File: config.mk
export PLATFORM = sky130hd
export DESIGN_NAME = evt_status_dual
export DESIGN_NICKNAME = d
export VERILOG_FILES = /design/src/rtl/evt_status_pkg.sv /design/src/rtl/evt_status_ctrl.sv /design/src/rtl/evt_status_dp.sv /design/src/rtl/evt_status_dual.sv
export SDC_FILE = /design/constraint.sdc
export NUM_CORES = 1
export LEC_CHECK = 0
export BUFFER_PORTS_ARGS = -buffer_cell sky130_fd_sc_hd__buf_2
export CAP_MARGIN = 20
export CORE_AREA = 8 8 45 47
export DETAILED_ROUTE_END_ITERATION = 6
export DIE_AREA = 0 0 53 55
export PLACE_DENSITY = 0.68
export SETUP_SLACK_MARGIN = 0.3
export SLEW_MARGIN = 10
export SYNTH_ARGS = -nofsm -noshare
export SYNTH_HDL_FRONTEND = slang
export SYNTH_SLANG_ARGS = --single-unit
File: constraint.sdc
create_clock -name clk -period 0.91 [get_ports clk]
set_input_delay 0 -clock clk [delete_from_list [all_inputs] [get_ports clk]]
set_output_delay 0 -clock clk [all_outputs]
set_load 0.005 [all_outputs]
File: src/rtl/evt_status_pkg.sv
package evt_status_pkg;
  localparam int NUM_EVT  = 3;
  localparam int EVT_LOST = 0;
  localparam int EVT_EOS  = 1;
  localparam int EVT_FIFO = 2;

  // strobes from control to datapath
  typedef struct packed {
    logic capPri;
    logic capAux;
    logic clrLatch;
  } ctlStrobe_t;
endpackage

File: src/rtl/evt_status_ctrl.sv
module evt_status_ctrl
  import evt_status_pkg::*;
(
  input  logic       priRead,
  input  logic       auxRead,
  output ctlStrobe_t strb
);
  always_comb begin
    strb          = '0;
    strb.capPri   = priRead;
    strb.capAux   = auxRead;
    strb.clrLatch = priRead;   // only the primary view is destructive
  end
endmodule

File: src/rtl/evt_status_dp.sv
module evt_status_dp
  import evt_status_pkg::*;
#(
  parameter int DATA_W = 8,
  parameter int FLAG_W = 2
) (
  input  logic                 clk,
  input  logic                 rstN,
  input  ctlStrobe_t           strb,
  input  logic [FLAG_W-1:0]    fifoFlag,
  input  logic [NUM_EVT-1:0]   evtPulse,
  output logic [DATA_W-1:0]    priData,
  output logic [DATA_W-1:0]    auxData
);
  localparam int LOST_POS = FLAG_W;
  localparam int EOS_POS  = FLAG_W + 1;
  localparam int FIFO_POS = FLAG_W + 2;
  localparam int SUM_POS  = FLAG_W + 1;

  logic [NUM_EVT-1:0] latchQ;

  // one sticky latch per event; a new pulse wins over the clear
  for (genvar i = 0; i < NUM_EVT; i++) begin : g_latch
    always_ff @(posedge clk or negedge rstN) begin
      if (!rstN)            latchQ[i] <= 1'b0;
      else if (evtPulse[i]) latchQ[i] <= 1'b1;
      else if (strb.clrLatch) latchQ[i] <= 1'b0;
    end
  end

  logic [DATA_W-1:0] priImg, auxImg;

  always_comb begin
    priImg               = '0;
    priImg[FLAG_W-1:0]   = fifoFlag;
    priImg[LOST_POS]     = latchQ[EVT_LOST];
    priImg[EOS_POS]      = latchQ[EVT_EOS];
    priImg[FIFO_POS]     = latchQ[EVT_FIFO];
  end

  always_comb begin
    auxImg               = '0;
    auxImg[FLAG_W-1:0]   = fifoFlag;
    auxImg[LOST_POS]     = latchQ[EVT_LOST];
    auxImg[SUM_POS]      = latchQ[EVT_EOS] | latchQ[EVT_FIFO];
  end

  always_ff @(posedge clk or negedge rstN) begin
    if (!rstN) begin
      priData <= '0;
      auxData <= '0;
    end else begin
      if (strb.capPri) priData <= priImg;
      if (strb.capAux) auxData <= auxImg;
    end
  end
endmodule

File: src/rtl/evt_status_dual.sv
module evt_status_dual
  import evt_status_pkg::*;
#(
  parameter int DATA_W = 8,
  parameter int FLAG_W = 2
) (
  input  logic              clk,
  input  logic              rstN,
  input  logic [FLAG_W-1:0] fifoFlag,
  input  logic              eosPulse,
  input  logic              fifoEvtPulse,
  input  logic              lostPulse,
  input  logic              priRead,
  input  logic              auxRead,
  output logic [DATA_W-1:0] priData,
  output logic [DATA_W-1:0] auxData
);
  ctlStrobe_t         strb;
  logic [NUM_EVT-1:0] evtPulse;

  always_comb begin
    evtPulse           = '0;
    evtPulse[EVT_LOST] = lostPulse;
    evtPulse[EVT_EOS]  = eosPulse;
    evtPulse[EVT_FIFO] = fifoEvtPulse;
  end

  evt_status_ctrl u_ctrl (
    .priRead (priRead),
    .auxRead (auxRead),
    .strb    (strb)
  );

  evt_status_dp #(.DATA_W(DATA_W), .FLAG_W(FLAG_W)) u_dp (
    .clk      (clk),
    .rstN     (rstN),
    .strb     (strb),
    .fifoFlag (fifoFlag),
    .evtPulse (evtPulse),
    .priData  (priData),
    .auxData  (auxData)
  );
endmodule

Word-level counts from Yosys, hierarchy flattened

Cells that the tools add are included.

Reductions and logical operators: 3
Muxes and demuxes: 4
Bitwise gates (word level): 1

Operators with widths:

| kind               | count |
|---|---|
| 2-bit nonzero test | 3 |
| 1-bit two-way mux  | 4 |
| 1-bit OR           | 1 |

Register bits after elaboration: 12
Output and inout bits: 16
Input port bits: 9

Logic depth before layout (Yosys ltp)

Depth in word-level cells: 2
Gate-level depth with buffers: 3

Cells and area by module

Synthesis repeated with hierarchy kept, for this count alone.

Cell total of the unflattened synthesis: 38
Area total of the unflattened synthesis: 508.0 sq um

By module, submodules not included:

| module          | area an instance (sq um) | cells each | seq. area each (sq um) | instances |
|---|---|---|---|---|
| evt_status_dp   | 485.5                    | 35         | 300.3                  | 1 |
| evt_status_ctrl | 22.5                     | 3          | 0.0                    | 1 |

Worst setup path before layout

OpenSTA, ideal clock, no wires.

Path kind: register to register
Start point: register u_dp.priData[0] (netlist name)
End point: register u_dp.priData[0]
Library setup time: 0.125 ns
Required time: 0.785 ns
Arrival: 0.623 ns
Slack: 0.162 ns
Stages on the path, launching flop included: 2
Cells stage by stage: dfrtp_1 > mux2_4

RTL lines:

| element              | line                | source |
|---|---|---|
| to (signal assigned) | evt_status_dp.sv:53 | `if (strb.capPri) priData <= priImg;` |
| to (decl)            | evt_status_dp.sv:12 | `output logic [DATA_W-1:0] priData,` |

Final worst setup path

Start point: register u_dp.priData[2]
End point: output port priData[2]

RTL lines:

| element   | line                  | source |
|---|---|---|
| to (decl) | evt_status_dual.sv:15 | `output logic [DATA_W-1:0] priData,` |

No word-level cell between the ends.

==> results.md <==
- Post-Synthesis Cells: 36
- Most common cell in the synthesized netlist: dfrtp_1
- FF-to-FF Start: u_dp.latchQ[1]
- Worst VDD drop: 761 µV
- Detail Route Antenna Nets: 0
- GPL Wtd Cong: 0.711
- First-pass GRT wire length: 1430 µm
- Cell Area, Synth: 515 µm²
- Worst Hold Launch: lostPulse
- Antenna violations before repair: 0
- Failing checks: hold timing
- Grt total ovfl: 0
- R2R Path End: u_dp.priData[3]
- P per Cell Area: 1820 nW/µm²
- Vias per Instance: 4.32
- Initial Utilization: 37.3%
- Clock Latency Late Sink: 260 ps
- Clock Skew: 4.56 ps
- Root Buffer: clkbuf_4
- Fin. Hold Viols: 5
- Synth top area cells: dfrtp_1 (58%), mux2_4 (15%), buf_4 (10%), mux2_2 (6.6%), a21o_1 (4.4%)
- Vias in the first global route: 304
- Final worst-path setup slack: 132 ps
- IO Count: 25
- CP arrival: 780 ps
- Util after Layout: 47.3%
- Setup crit end kind: output port
- Final period util: 85.5%
- RSZ-0062 raised after global routing: yes
- Synth Register Bits: 12
- Total wire length: 951 µm
- Largest fanout on the critical path: 2
- Chip height: 55 µm
- Largest net degree at the start of global routing: 13
- Post-synth top area share: 58.3%
- Final min period: 778 ps
- Largest stage delay on the critical path: 390 ps
- Share of cells above drive strength 1: 57.9%
- First-pass DRT Iterations: 1
- Synth Flop Type: dfrtp_1
- Clock transition at path regs: 70 ps
- Gr usage total: 6.91%
- H-tree levels: 1
- Clock Path Buffers: 2
- Port bufs: 17
- Fin nets: 67
- Via count: 315
- Clk sinks: 12
- Leakage power: 0.000333 µW
- R2R setup slack: 130 ps
- Cell accounting for the most synthesized area: dfrtp_1
- CP Data Required Time: 910 ps
- Die Wd: 53 µm
- Buf/Inv on CP: 1
- Max Freq: 1.28 GHz
- Fin Setup TNS: 0 ps
- Ys async rst share: 100%
- Core area: 1380 µm²
- Hold Path End: u_dp.auxImg[2]
- Worst path top cell family by delay: flip-flops
- Post-synth EDFFs: 0
- Row count: 14
- Slew Viols, Final: 0
- Endpoints failing setup: 0
- Total Power: 1190 µW
- Crit-path cells: buf_2
- Ant. Diodes: 0
- Crit start category: register
- Drc violations: 0
- Hold WS: -82.2 ps
- Avg Inst Size Synth: 14.3 µm²
- CTS tree: built
- Status: finished with violations
- YS warnings: 0
- Worst path slowest cell: dfrtp_1
- Wire length per cell: 13.0 µm
- Post-synth top cells: dfrtp_1 (12), buf_4 (7), mux2_4 (5), a21o_1 (3), mux2_2 (3)
- Worst Hold Depth: 2
- FILL cells: 136
- Pre-CTS setup slack: 149 ps
- Setup CP Type: reg -> out
- Hold-fix buffers, CTS: 1
- Synth cell types: 10
- Area delta synth->final: 26.9%
- Num CTS Buffers: 3
- Sequential-to-total area share from yosys stat: 58.3%
- Die Footprint: 2920 µm²
- DRT iter0 DRCs: 0
- R2R depth: 1
- Worst Hold Class: in -> reg
- Maxcap violations: 0
placed cells by master, fill, tap and decap left out:
| master | n |
|---|---|
| buf_6 | 1 |
| nor2_4 | 1 |
| inv_1 | 1 |
| mux2_4 | 6 |
| conb_1 | 7 |
| clkbuf_8 | 1 |
| clkbuf_4 | 3 |
| mux2_2 | 2 |
| dlygate4sd3_1 | 1 |
| buf_2 | 17 |
| a21oi_2 | 1 |
| a21o_1 | 3 |
| nor2_2 | 1 |
| dfrtp_1 | 12 |
worst max-delay path by stage:
stage | start | end | slack (ps) | cells after the start
after global placement | u_dp.auxImg[2] | u_dp.auxData[2] | 150 | 1
final | u_dp.priData[2] | priData[2] | 130 | 1
after floorplan | u_dp.priData[0] | u_dp.priData[0] | 160 | 1
after CTS | u_dp.priData[0] | priData[0] | 120 | 1
after detailed placement | u_dp.latchQ[1] | u_dp.priData[3] | 150 | 1
after global routing | u_dp.priData[3] | priData[3] | 90 | 1
metal layers:
| metal | vias to the layer above | global-route usage, % | wire [µm] |
|---|---|---|---|
| li1 | 148 | - | - |
| met1 | 151 | 7.86 | 346 |
| met2 | 14 | 10.2 | 463 |
| met3 | 2 | 1.34 | 104 |
| met4 | 0 | 7.76 | 36 |
| met5 | - | 0 | 0 |
cell families after synthesis:
group / Yosys count / synth area share (%)
DFF: 12 / 58.3
buffers and inverters: 9 / 13.1
muxes: 8 / 21.1
AOI/OAI and AO/OA: 4 / 5.34
and+or+nand+nor: 2 / 1.46
other: 1 / 0.727
sequential cells by signal (all words and copies together) (netlist names):
signal / cells
u_dp.latchQ: 2
u_dp.auxImg: 1
u_dp.priData: 5
u_dp.auxData: 4
per-stage QoR:
step | hold WS [ps] | std cells | cell area, µm²
final | -82.2 | 73 | 654
after floorplan | -296 | 42 | 538
after global placement | -115 | 67 | 579
after global routing | -86.8 | 73 | 654
after detailed placement | -114 | 67 | 579
after CTS | -86.5 | 73 | 637
layout make-up:
cell class                 count  area [µm²]  area share [%]
sequential                    12         300            45.9
clock buffer                   4        36.3            5.54
timing repair buffer          19         106            16.3
inverter                       1        3.75           0.574
tap                           16        20.0            3.06
multi-input combinational     21         188            28.7
power breakdown:
part / leakage, µW / switching, µW / internal, µW
logic: 0.000180 / 72.8 / 105
registers: 0.000132 / 29.2 / 583
clock network: 0.0000210 / 157 / 242
total: 0.000333 / 259 / 930
timing repair:
action / 4_1_cts / 5_1_grt
hold endpoints to repair: 19 / 5
buffers inserted: 1 / 0
cloned: 0 / 0
pin swaps: 0 / 2
endpoints found under the setup margin: 21 / 21
resized for setup: 1 / 5
(Power assumes the default switching activity.)
